**src/rtl/pll_search_pkg.sv**
```systemverilog
package pll_search_pkg;

  localparam int PL_TAB_N = 15;
  localparam int PL_IDX_W = 4;

  typedef enum logic [3:0] {
    S_IDLE, S_TVCO, S_HI, S_LO, S_PL, S_M, S_NDIV, S_N, S_VDIV, S_LDIV, S_DONE
  } srch_state_t;

  // Post-divide value selected by an index; the list is not monotonic.
  function automatic logic [5:0] pl_div_of(input logic [PL_IDX_W-1:0] idx);
    case (idx)
      4'd0:  pl_div_of = 6'd1;
      4'd1:  pl_div_of = 6'd2;
      4'd2:  pl_div_of = 6'd3;
      4'd3:  pl_div_of = 6'd4;
      4'd4:  pl_div_of = 6'd5;
      4'd5:  pl_div_of = 6'd6;
      4'd6:  pl_div_of = 6'd8;
      4'd7:  pl_div_of = 6'd10;
      4'd8:  pl_div_of = 6'd12;
      4'd9:  pl_div_of = 6'd16;
      4'd10: pl_div_of = 6'd12;
      4'd11: pl_div_of = 6'd16;
      4'd12: pl_div_of = 6'd20;
      4'd13: pl_div_of = 6'd24;
      default: pl_div_of = 6'd32;
    endcase
  endfunction

endpackage

```
**src/rtl/pll_seq_divider.sv**
```systemverilog
module pll_seq_divider #(
  parameter int W = 32
) (
  input  logic         clk,
  input  logic         rst_n,
  input  logic         go,
  input  logic [W-1:0] dividend,
  input  logic [W-1:0] divisor,
  output logic         done,
  output logic [W-1:0] quot,
  output logic [W-1:0] rem
);
  localparam int CW = $clog2(W + 1);

  logic [W-1:0]  q_q, q_d, r_q, r_d, d_q, d_d, n_q, n_d;
  logic [CW-1:0] c_q, c_d;
  logic          done_q, done_d;
  logic [W:0]    r_sh, diff;

  assign r_sh = {r_q, q_q[W-1]};
  assign diff = r_sh - {1'b0, d_q};

  always_comb begin
    q_d    = q_q;
    r_d    = r_q;
    d_d    = d_q;
    n_d    = n_q;
    c_d    = c_q;
    done_d = 1'b0;
    if (go) begin
      q_d = dividend;
      n_d = dividend;
      r_d = '0;
      d_d = divisor;
      c_d = CW'(W);
    end else if (c_q != '0) begin
      if (!diff[W]) begin
        r_d = diff[W-1:0];
        q_d = {q_q[W-2:0], 1'b1};
      end else begin
        r_d = r_sh[W-1:0];
        q_d = {q_q[W-2:0], 1'b0};
      end
      c_d = c_q - 1'b1;
      if (c_q == CW'(1)) done_d = 1'b1;
    end
  end

  always_ff @(posedge clk or negedge rst_n) begin
    if (!rst_n) begin
      q_q    <= '0;
      r_q    <= '0;
      d_q    <= '0;
      n_q    <= '0;
      c_q    <= '0;
      done_q <= 1'b0;
    end else begin
      q_q    <= q_d;
      r_q    <= r_d;
      d_q    <= d_d;
      n_q    <= n_d;
      c_q    <= c_d;
      done_q <= done_d;
    end
  end

  assign done = done_q;
  assign quot = q_q;
  assign rem  = r_q;

  // quotient and remainder reconstruct the dividend
  assert_div_exact_R10: assert property (@(posedge clk) disable iff (!rst_n)
    (done && d_q != '0) |->
      ((2*W)'(quot) * (2*W)'(d_q) + (2*W)'(rem) == (2*W)'(n_q)) && (rem < d_q));

endmodule

```
**src/rtl/pll_div_index.sv**
```systemverilog
module pll_div_index
  import pll_search_pkg::*;
#(
  parameter int BW = 6
) (
  input  logic [BW-1:0]       bound,
  output logic [PL_IDX_W-1:0] idx
);
  logic [PL_TAB_N-2:0] hit;

  for (genvar i = 0; i < PL_TAB_N - 1; i++) begin : g_cmp
    assign hit[i] = BW'(pl_div_of(PL_IDX_W'(i))) >= bound;
  end

  // First entry reaching the bound; the last entry is never a hit.
  always_comb begin
    idx = PL_IDX_W'(PL_TAB_N - 1);
    for (int i = PL_TAB_N - 2; i >= 0; i--) begin
      if (hit[i]) idx = PL_IDX_W'(i);
    end
  end

endmodule

```
**src/rtl/pll_coef_search.sv**
```systemverilog
module pll_coef_search
  import pll_search_pkg::*;
#(
  parameter int FW       = 16,
  parameter int DW       = 32,
  parameter int VCO_MIN  = 1000,
  parameter int VCO_MAX  = 2064,
  parameter int U_MIN    = 12,
  parameter int U_MAX    = 38,
  parameter int M_MIN    = 1,
  parameter int M_MAX    = 255,
  parameter int N_MIN    = 8,
  parameter int N_MAX    = 255,
  parameter int DIVV_MIN = 1,
  parameter int DIVV_MAX = 32,
  parameter int DEF_PL   = 1,
  parameter int SLACK_DEN = 50
) (
  input  logic                clk,
  input  logic                rst_n,
  input  logic                start,
  input  logic [FW-1:0]       target_mhz,
  input  logic [FW-1:0]       ref_mhz,
  output logic                busy,
  output logic                done,
  output logic [7:0]          m_out,
  output logic [7:0]          n_out,
  output logic [PL_IDX_W-1:0] pl_out,
  output logic [DW-1:0]       freq_out,
  output logic                no_match
);
  localparam int MW = $clog2(M_MAX + 1);
  localparam int NW = $clog2(N_MAX + 1);
  localparam int BW = $clog2(DIVV_MAX + 1);
  localparam logic [DW-1:0] K_VMIN = DW'(VCO_MIN);
  localparam logic [DW-1:0] K_VMAX = DW'(VCO_MAX);
  localparam logic [DW-1:0] K_ULO  = DW'(U_MIN);
  localparam logic [DW-1:0] K_UHI  = DW'(U_MAX + 1);
  localparam logic [DW-1:0] K_MMIN = DW'(M_MIN);
  localparam logic [DW-1:0] K_MMAX = DW'(M_MAX);
  localparam logic [DW-1:0] K_NMIN = DW'(N_MIN);
  localparam logic [DW-1:0] K_NMAX = DW'(N_MAX);

  srch_state_t st_q, st_d;
  logic [DW-1:0] tclk_q, tclk_d, refv_q, refv_d, tvco_q, tvco_d, maxv_q, maxv_d;
  logic [DW-1:0] tvp_q, tvp_d, m_q, m_d, n_q, n_d, nhi_q, nhi_d;
  logic [DW-1:0] bf_q, bf_d, bdel_q, bdel_d, dvd_q, dvd_d, dvs_q, dvs_d;
  logic [PL_IDX_W-1:0] pl_q, pl_d, lo_q, lo_d, hi_q, hi_d, bpl_q, bpl_d;
  logic [MW-1:0] bm_q, bm_d;
  logic [NW-1:0] bn_q, bn_d;
  logic found_q, found_d, dgo_q, dgo_d;
  logic adv_m, adv_pl;

  logic          dv_done;
  logic [DW-1:0] dv_q, dv_r, ceil_q, v_new, err;
  logic [BW-1:0] hi_bound, lo_bound;
  logic [PL_IDX_W-1:0] hi_idx_w, lo_idx_w;
  logic [5:0]    dcur;

  function automatic logic [BW-1:0] clamp_div(input logic [DW-1:0] v);
    if (v < DW'(DIVV_MIN))      clamp_div = BW'(DIVV_MIN);
    else if (v > DW'(DIVV_MAX)) clamp_div = BW'(DIVV_MAX);
    else                        clamp_div = v[BW-1:0];
  endfunction

  pll_seq_divider #(.W(DW)) u_div (
    .clk(clk), .rst_n(rst_n), .go(dgo_q), .dividend(dvd_q), .divisor(dvs_q),
    .done(dv_done), .quot(dv_q), .rem(dv_r)
  );

  assign ceil_q   = dv_q + DW'(dv_r != '0);
  assign hi_bound = clamp_div(ceil_q);
  assign lo_bound = clamp_div(dv_q);

  pll_div_index #(.BW(BW)) u_hi_idx (.bound(hi_bound), .idx(hi_idx_w));
  pll_div_index #(.BW(BW)) u_lo_idx (.bound(lo_bound), .idx(lo_idx_w));

  assign dcur  = pl_div_of(pl_q);
  assign v_new = tclk_q + dv_q;
  assign err   = (dv_q >= tclk_q) ? (dv_q - tclk_q) : (tclk_q - dv_q);

  // Next-state logic of the nested scan
  always_comb begin
    st_d = st_q;  tclk_d = tclk_q; refv_d = refv_q; tvco_d = tvco_q;
    maxv_d = maxv_q; tvp_d = tvp_q; m_d = m_q; n_d = n_q; nhi_d = nhi_q;
    bf_d = bf_q; bdel_d = bdel_q; dvd_d = dvd_q; dvs_d = dvs_q;
    pl_d = pl_q; lo_d = lo_q; hi_d = hi_q; bpl_d = bpl_q; bm_d = bm_q;
    bn_d = bn_q; found_d = found_q; dgo_d = 1'b0;
    adv_m = 1'b0; adv_pl = 1'b0;
    case (st_q)
      S_IDLE, S_DONE: begin
        if (start) begin
          tclk_d  = DW'(target_mhz) << 1;
          refv_d  = DW'(ref_mhz);
          found_d = 1'b0;
          bdel_d  = '1;
          dvd_d   = DW'(target_mhz) << 1;
          dvs_d   = DW'(SLACK_DEN);
          dgo_d   = 1'b1;
          st_d    = S_TVCO;
        end
      end
      S_TVCO: if (dv_done) begin
        tvco_d = v_new;
        maxv_d = (v_new > K_VMAX) ? v_new : K_VMAX;
        dvd_d  = (v_new > K_VMAX) ? v_new : K_VMAX;
        dvs_d  = v_new;
        dgo_d  = 1'b1;
        st_d   = S_HI;
      end
      S_HI: if (dv_done) begin
        hi_d  = hi_idx_w;
        dvd_d = K_VMIN;
        dvs_d = tvco_q;
        dgo_d = 1'b1;
        st_d  = S_LO;
      end
      S_LO: if (dv_done) begin
        lo_d = lo_idx_w;
        pl_d = lo_idx_w;
        st_d = S_PL;
      end
      S_PL: begin
        tvp_d = tclk_q * DW'(dcur);
        m_d   = K_MMIN;
        st_d  = S_M;
      end
      S_M: begin
        if (refv_q < K_ULO * m_q) begin
          adv_pl = 1'b1;
        end else if (refv_q >= K_UHI * m_q) begin
          adv_m = 1'b1;
        end else begin
          dvd_d = tvp_q * m_q;
          dvs_d = refv_q;
          dgo_d = 1'b1;
          st_d  = S_NDIV;
        end
      end
      S_NDIV: if (dv_done) begin
        if (dv_q > K_NMAX) begin
          adv_m = 1'b1;
        end else begin
          n_d   = dv_q;
          nhi_d = ceil_q;
          st_d  = S_N;
        end
      end
      S_N: begin
        if (n_q > nhi_q || n_q > K_NMAX) begin
          adv_m = 1'b1;
        end else if (n_q < K_NMIN) begin
          n_d = n_q + 1'b1;
        end else begin
          dvd_d = refv_q * n_q;
          dvs_d = m_q;
          dgo_d = 1'b1;
          st_d  = S_VDIV;
        end
      end
      S_VDIV: if (dv_done) begin
        if (dv_q >= K_VMIN && dv_q <= maxv_q) begin
          dvd_d = dv_q + DW'(dcur[5:1]);
          dvs_d = DW'(dcur);
          dgo_d = 1'b1;
          st_d  = S_LDIV;
        end else begin
          n_d  = n_q + 1'b1;
          st_d = S_N;
        end
      end
      S_LDIV: if (dv_done) begin
        if (err < bdel_q) begin
          bdel_d  = err;
          bf_d    = dv_q;
          bm_d    = m_q[MW-1:0];
          bn_d    = n_q[NW-1:0];
          bpl_d   = pl_q;
          found_d = 1'b1;
        end
        if (err == '0) begin
          st_d = S_DONE;
        end else begin
          n_d  = n_q + 1'b1;
          st_d = S_N;
        end
      end
      default: st_d = S_IDLE;
    endcase
    if (adv_m) begin
      if (m_q >= K_MMAX) adv_pl = 1'b1;
      else begin
        m_d  = m_q + 1'b1;
        st_d = S_M;
      end
    end
    if (adv_pl) begin
      if (pl_q >= hi_q) st_d = S_DONE;
      else begin
        pl_d = pl_q + 1'b1;
        st_d = S_PL;
      end
    end
  end

  always_ff @(posedge clk or negedge rst_n) begin
    if (!rst_n) begin
      st_q <= S_IDLE; tclk_q <= '0; refv_q <= '0; tvco_q <= '0; maxv_q <= '0;
      tvp_q <= '0; m_q <= '0; n_q <= '0; nhi_q <= '0; bf_q <= '0; bdel_q <= '0;
      dvd_q <= '0; dvs_q <= '0; pl_q <= '0; lo_q <= '0; hi_q <= '0;
      bpl_q <= '0; bm_q <= '0; bn_q <= '0; found_q <= 1'b0; dgo_q <= 1'b0;
    end else begin
      st_q <= st_d; tclk_q <= tclk_d; refv_q <= refv_d; tvco_q <= tvco_d;
      maxv_q <= maxv_d; tvp_q <= tvp_d; m_q <= m_d; n_q <= n_d; nhi_q <= nhi_d;
      bf_q <= bf_d; bdel_q <= bdel_d; dvd_q <= dvd_d; dvs_q <= dvs_d;
      pl_q <= pl_d; lo_q <= lo_d; hi_q <= hi_d; bpl_q <= bpl_d; bm_q <= bm_d;
      bn_q <= bn_d; found_q <= found_d; dgo_q <= dgo_d;
    end
  end

  assign busy     = (st_q != S_IDLE) && (st_q != S_DONE);
  assign done     = (st_q == S_DONE);
  assign no_match = done && !found_q;
  assign m_out    = found_q ? 8'(bm_q) : 8'(M_MAX);
  assign n_out    = found_q ? 8'(bn_q) : 8'(N_MIN);
  assign pl_out   = found_q ? bpl_q : PL_IDX_W'(DEF_PL);
  assign freq_out = found_q ? bf_q : '0;

  assert_busy_done_excl_R1: assert property (@(posedge clk) disable iff (!rst_n)
    !(busy && done));
  assert_start_accept_R1: assert property (@(posedge clk) disable iff (!rst_n)
    (!busy && start) |=> (busy && !done));
  assert_request_frozen_R2: assert property (@(posedge clk) disable iff (!rst_n)
    busy |=> ($stable(tclk_q) && $stable(refv_q)));
  assert_done_hold_R3: assert property (@(posedge clk) disable iff (!rst_n)
    (done && !start) |=> (done && $stable(m_out) && $stable(n_out) &&
      $stable(pl_out) && $stable(freq_out) && $stable(no_match)));
  assert_match_window_R4: assert property (@(posedge clk) disable iff (!rst_n)
    (done && !no_match) |-> (refv_q >= K_ULO * DW'(m_out) &&
      refv_q < K_UHI * DW'(m_out) && DW'(n_out) >= K_NMIN));
  assert_index_range_R6: assert property (@(posedge clk) disable iff (!rst_n)
    (done && !no_match) |-> (pl_out >= lo_q && pl_out <= hi_q));
  assert_nomatch_default_R9: assert property (@(posedge clk) disable iff (!rst_n)
    no_match |-> (DW'(m_out) == K_MMAX && DW'(n_out) == K_NMIN &&
      pl_out == PL_IDX_W'(DEF_PL) && freq_out == '0));

endmodule

```
**config.mk**
```make
export PLATFORM = sky130hd
export DESIGN_NAME = pll_coef_search
export DESIGN_NICKNAME = d
export VERILOG_FILES = /design/src/rtl/pll_search_pkg.sv /design/src/rtl/pll_seq_divider.sv /design/src/rtl/pll_div_index.sv /design/src/rtl/pll_coef_search.sv
export SDC_FILE = /design/constraint.sdc
export NUM_CORES = 2
export LEC_CHECK = 0
export BUFFER_PORTS_ARGS = -buffer_cell sky130_fd_sc_hd__buf_2
export CORE_ASPECT_RATIO = 0.8
export CORE_MARGIN = 4
export CORE_UTILIZATION = 32
export CTS_CLUSTER_DIAMETER = 200
export DETAILED_ROUTE_END_ITERATION = 12
export PLACE_DENSITY = 0.5
export SLEW_MARGIN = 15
export SYNTH_ARGS = -nofsm -noshare
export SYNTH_HDL_FRONTEND = slang
export SYNTH_SLANG_ARGS = --single-unit
```
**constraint.sdc**
```tcl
create_clock -name clk -period 12.6 [get_ports clk]
set_clock_uncertainty 0.1 [all_clocks]
set_input_delay 0.63 -clock clk [delete_from_list [all_inputs] [get_ports clk]]
set_output_delay 0.63 -clock clk [all_outputs]
set_load 0.01 [all_outputs]
```
Word-level counts from Yosys, hierarchy flattened. Memories as Yosys holds them, arrays and structs flattened. Cells that the tools add are included.

Flip-flop bits (word level): 488. Bits in latches: 0. Bits in writable memories: 0. ROM bits: 96. Output and inout bits: 55. Memories: 1.

$add $sub $neg: 10. Multiply operators: 5. Divide/modulo/power cells: 0. Magnitude comparators: 41. Equality and inequality tests: 28. Shift-type cells: 0. Muxes and demuxes: 127. Bitwise logic cells: 1. Reduce and logical (&&, ||, !) cells: 24.

Memory list: (no name shown) (words 16, bits a word 6, read ports 1, clocked after Yosys merged registers in 0, write ports 0, RTL line pll_search_pkg.sv:12) `case (idx)`.

Operators by type and width (count): $mux W32 (40); $pmux W32 S6 (2); $mux W4 (39); $pmux W32 S4 (1); $add A32 B1 Y32 const B (2); $gt A32 B6 Y1 const B (2); $gt A32 B8 Y1 const B (2); $lt A32 B1 Y1 const B (2); $pmux W32 S2 (1); $pmux W4 S10 (1); $ge A3 B6 Y1 const A (6); $ge A4 B6 Y1 const A (6); $ge A5 B6 Y1 const A (6); $mux W6 (6); $sub A33 B32 Y33 (1); $add A17 B32 Y32 (1); $add A32 B1 Y32 (1); $add A32 B5 Y32 (1); $ge A16 B32 Y1 (1); $ge A32 B10 Y1 const B (1); $ge A32 B17 Y1 (1); $ge A32 B8 Y1 const B (1); $gt A32 B12 Y1 const B (1); $gt A32 B32 Y1 (1); 47 further kinds (110).

Depth between registers and ports, before layout.
Word-level depth: 20. Gate-level depth with buffers: 32. Mapped depth without buffers: 28.

Modules after synthesis. Synthesis repeated with hierarchy kept, for this count alone.

Cells, all modules: 7726. Area total of the unflattened synthesis: 65231.3 µm².

Modules (own cells, without submodules): pll_coef_search (times used 1, cells each 6947, area each 58583.7 µm², seq. area each 9409.0 µm²); pll_seq_divider (times used 1, cells each 729, area each 6317.3 µm², seq. area each 2577.5 µm²); pll_div_index (times used 2, cells each 25, area each 165.2 µm², seq. area each 0.0 µm²).

Worst setup path after synthesis. OpenSTA, ideal clock, no wires.

Path kind: reg-to-reg. Start point: reg m_q[6]. End point: reg dvd_q[31]. Arrival time: 7.342 ns. Data required time: 12.367 ns. Setup slack: 5.025 ns. Stages on the path, launching flop included: 30. Buffers on the path: 2. Clock period less this slack: 7.575 ns. Cell sequence: dfrtp_1 -> clkbuf_1 -> clkbuf_1 -> and2_1 -> fa_1 -> fa_1 -> fa_1 -> inv_1 -> fa_1 -> inv_1 -> fa_1 -> inv_1 -> fa_1 -> inv_1 -> fa_1 -> inv_1 -> fa_1 -> inv_1 -> ha_1 -> nand2_1 -> nor3_1 -> o211ai_1 -> nor2b_1 -> o31ai_1 -> a41oi_1 -> a21oi_1 -> a221oi_1 -> xnor2_1 -> a211oi_1 -> o21ai_0.

Cells in the longest elaborated chain, start to end: 4. Elaborated cells on any way between the ends: 11. Those cells by class: 3 x mul; 2 x order compare; 2 x eq/ne; 3 x mux; 1 x reduce/logical.

Ends and longest elaborated chain: from (decl) (RTL line pll_coef_search.sv:46) `logic [DW-1:0] tvp_q, tvp_d, m_q, m_d, n_q, n_d, nhi_q, nhi_d;`; from (signal assigned) (RTL line pll_coef_search.sv:214) `maxv_q <= maxv_d; tvp_q <= tvp_d; m_q <= m_d; n_q <= n_d; nhi_q <= nhi_d;`; $mul A6 B32 Y32 (tied with other cells) (RTL line pll_coef_search.sv:131) `end else if (refv_q >= K_UHI * m_q) begin`; $ge A16 B32 Y1 (tied with other cells) (RTL line pll_coef_search.sv:131); $ne A2 B2 Y1 (no line) or $mux W32 (tied branches); $reduce_and A10 Y1 (no line) or $pmux W32 S6 (tied branches); to (signal assigned) (RTL line pll_coef_search.sv:210) `dvd_q <= '0; dvs_q <= '0; pl_q <= '0; lo_q <= '0; hi_q <= '0;`; to (signal assigned) (RTL line pll_coef_search.sv:215) `bf_q <= bf_d; bdel_q <= bdel_d; dvd_q <= dvd_d; dvs_q <= dvs_d;`; to (decl) (RTL line pll_coef_search.sv:47) `logic [DW-1:0] bf_q, bf_d, bdel_q, bdel_d, dvd_q, dvd_d, dvs_q, dvs_d;`.

Parallel ways exist; a longest one is shown, timed or not. The select of a mux whose other input is x is not followed. A chain may end at the register's enable or synchronous reset.

Worst setup path after layout.
Start point: reg tvp_q[6]. End point: reg dvd_q[31].

Cells in the longest elaborated chain, start to end: 4.

Ends and longest elaborated chain: from (decl) (RTL line pll_coef_search.sv:46); from (signal assigned) (RTL line pll_coef_search.sv:214); $mul A31 B32 Y31 (RTL line pll_coef_search.sv:134) `dvd_d = tvp_q * m_q;`; $mux W32 (RTL line pll_coef_search.sv:131); $mux W32 (RTL line pll_coef_search.sv:129) `if (refv_q < K_ULO * m_q) begin`; $pmux W32 S6 (RTL line pll_coef_search.sv:90) `case (st_q)`.

No other way between the ends. The select of a mux whose other input is x is not followed.

==> flow_summary.json <==
{
  "yosysTopAreaCell": "fa_1",
  "clkSlewWorstSetupHoldPaths_ns": 0.06,
  "hold_class": "in2reg",
  "max-cap-violations": 0,
  "clock-sinks": 479,
  "syn_area_um2": 65100,
  "maxClockFrequency_mhz": 114,
  "period_share_pct": 69.3,
  "start_kind": "flip-flop",
  "cts_tree": "done",
  "cts_buffers": 60,
  "drc": 0,
  "antenna_found_initial": 12,
  "routabilityCongestion": 0.917,
  "synth-edff-count": 0,
  "area_growth_pct": 8.72,
  "ant_nets": 0,
  "yosysUniqueCellTypes": 92,
  "critPathArrivalTime_ns": 9.17,
  "vdd_drop_max_mv": 0.145,
  "relSlewSlack_pct": 20.7,
  "dieWidth_um": 512,
  "path_class": "reg2reg",
  "yosys_warnings": 0,
  "num_rows": 147,
  "vias_per_cell": 5.38,
  "yosysMostFrequentCell": "nand2_1",
  "p_per_area_nw_per_um2": 173,
  "drive_above_1_share_pct": 6.52,
  "grt_usage_pct": 22.9,
  "dp.cells": 10200,
  "yosysSeqAreaShare_pct": 18.4,
  "tightestPinTransition_ns": 1.19,
  "top_layer_used": "met5",
  "io_pins": 90,
  "end_kind": "flip-flop",
  "ctsResizeCount": 0,
  "finalSetupTns_ns": 0,
  "syn-num-nets": 8990,
  "rsz0062_at_grt": "no",
  "cts_buffer_depth": 3,
  "pre_cts_ws_ns": 4.00,
  "synthesis.instances": 7647,
  "cp.required_ns": 13.03,
  "met1Wirelength_um": 116000,
  "initial_core_util_pct": 32.3,
  "wl_met3_um": 19200,
  "wl_met2_um": 101000,
  "die-area_um2": 211000,
  "drt_iter0_markers": 5260,
  "grt_pass1_wl_um": 368000,
  "utilization_pct": 35.1,
  "grt_max_degree": 146,
  "firstDrtPassIters": 6,
  "p_leak_nw": 34.1,
  "async_flop_share_pct": 100,
  "postCtsSetupRepairBufs": 0,
  "cts-root-buf": "clkbuf_16",
  "wl_um": 245000,
  "min_period_ns": 8.74,
  "vias": 55300,
  "postSynthAreaPerCell_um2": 8.51,
  "synth_common_cells": "nand2_1, inv_1, fa_1, ha_1, dfrtp_1",
  "synth_top_area_share_pct": 23.8,
  "final_nets": 8884,
  "setup_violations": 0,
  "hpwl_um": 184000,
  "drv_slew": 0,
  "synth_area_leaders": "fa_1, dfrtp_1, ha_1",
  "crit_fanout": 27,
  "clock_latency_ns": 0.72,
  "timing.final.ws_setup_ns": 3.86,
  "synth_flop_cell": "dfrtp_1",
  "finalHoldViolations": 0,
  "fin_cells": 10300,
  "overflow": 0,
  "port_buffers": 89,
  "grt_pass1_vias": 54900,
  "die_h_um": 411,
  "drt-wirelength-per-cell_um": 23.8,
  "core-area_um2": 201000,
  "ys_ff_latch": 479,
  "htreeDepth": 2,
  "status": "completed",
  "hold_ws_ns": 0.0454
}
## routing by layer
| metal | track usage, % | vias up |
|---|---|---|
| met5 | 0 | - |
| met4 | 6.63 | 4 |
| met3 | 3.49 | 345 |
| met2 | 33.5 | 2241 |
| met1 | 34.8 | 27900 |
| li1 | - | 24800 |
## registers in the layout (all words and copies together) (netlist names), 6 cells and up
name        cells
bdel_q         32
bf_q           32
dvd_q          32
dvs_q          32
m_q            32
maxv_q         32
n_q            32
nhi_q          32
tvco_q         32
u_div.d_q      32
u_div.quot     32
u_div.rem      32
tvp_q          22
refv_q         16
tclk_q         16
bm_q            8
bn_q            8
u_div.c_q       6
## layout make-up
cell class                 count  area, um^2
multi-input combinational   5574       47100
clock inverter                23         339
fill                       20800      131000
clock buffer                  87        1710
timing repair buffer         267        1840
antenna                        3        7.51
inverter                    1159        4350
sequential                   479       12000
tap                         2682        3360
## final timing paths
| check | from | end | slack (ns) | cells after the start |
|---|---|---|---|---|
| setup / recovery | tvp_q[6] | dvd_q[31] | 3.86 | 27 |
| hold / removal | target_mhz[6] | tclk_q[7] | 0.05 | 3 |
| setup reg to reg | tvp_q[6] | dvd_q[31] | 3.86 | 27 |
| hold reg to reg | dvd_q[26] | u_div.quot[26] | 0.37 | 2 |
| max in group asynchronous | rst_n | u_div.rem[28] | 9.77 | 4 |
| min in group asynchronous | rst_n | refv_q[3] | 0.40 | 2 |
## cells in the final DEF, fill, tap and decap left out, drive strengths merged, types with 36 or more instances in the layout
| cell | netlist | routed |
|---|---|---|
| nand2 | 1167 | 1167 |
| inv | 1155 | 1157 |
| fa | 773 | 773 |
| ha | 535 | 535 |
| dfrtp | 479 | 479 |
| o21ai | 368 | 368 |
| and2 | 357 | 357 |
| nor2 | 340 | 340 |
| buf | 56 | 256 |
| a21oi | 253 | 253 |
| xnor2 | 198 | 198 |
| nand3 | 124 | 124 |
| a21o | 105 | 105 |
| nor3 | 94 | 94 |
| clkbuf | 379 | 87 |
| mux2i | 86 | 86 |
| o21a | 77 | 77 |
| xor2 | 77 | 77 |
| mux2 | 70 | 70 |
| nand4 | 57 | 57 |
| nand2b | 56 | 56 |
| a211oi | 53 | 53 |
| and3 | 47 | 47 |
| nor4 | 46 | 46 |
| a221oi | 43 | 43 |
| nor2b | 41 | 41 |
| a31oi | 41 | 41 |
| o22a | 39 | 39 |
| a311oi | 36 | 36 |
## per-stage QoR
stage               power (W)  instance area (um^2)
CTS                    0.0121                 70700
floorplan             0.00720                 65100
global placement       0.0101                 68600
global route           0.0130                 70700
finish                 0.0122                 70700
detailed placement     0.0102                 68600
## critical path: stages, from the launching register on
cell and delay, ns:
dfrtp_1 0.97, and2_1 0.26, fa_1 0.45, fa_1 0.51
fa_1 0.54, inv_1 0.06, fa_1 0.53, inv_1 0.05
fa_1 0.50, inv_1 0.05, fa_1 0.50, inv_1 0.06
fa_1 0.54, inv_1 0.08, fa_1 0.55, inv_1 0.04
ha_1 0.37, nand2_1 0.10, nor3_1 0.21, o211ai_1 0.11
nor2b_1 0.15, o31ai_1 0.52, a41oi_1 0.27, a21oi_1 0.32
a221oi_1 0.15, xnor2_1 0.17, a211oi_1 0.29, o21ai_0 0.10
## where the power goes
| part | total, W | switching (W) | leakage (nW) | internal (W) |
|---|---|---|---|---|
| Clock | 0.00189 | 0.000817 | 0.991 | 0.00107 |
| Sequential | 0.00242 | 0.000443 | 6.23 | 0.00198 |
| Combinational | 0.00794 | 0.00534 | 26.9 | 0.00260 |
## timing repair
action	in CTS	in global routing
hold endpoints to repair	94	0
hold buffers	11	0
setup endpoints to repair	0	0
## cells by family (layout without fill, tap and decap cells)
logic type / Yosys count / count (layout) / synth area share (%)
simple gates: 2459 / 2459 / 17.8
buf+inv: 1594 / 1536 / 9.29
compound gates: 1376 / 1376 / 14.2
fa+ha+maj: 1308 / 1308 / 34.1
flops: 479 / 479 / 18.4
xor+xnor: 275 / 275 / 3.70
mux: 156 / 156 / 2.53
other cells: 0 / 3 / 0
Power figures use the tool's default switching activity.
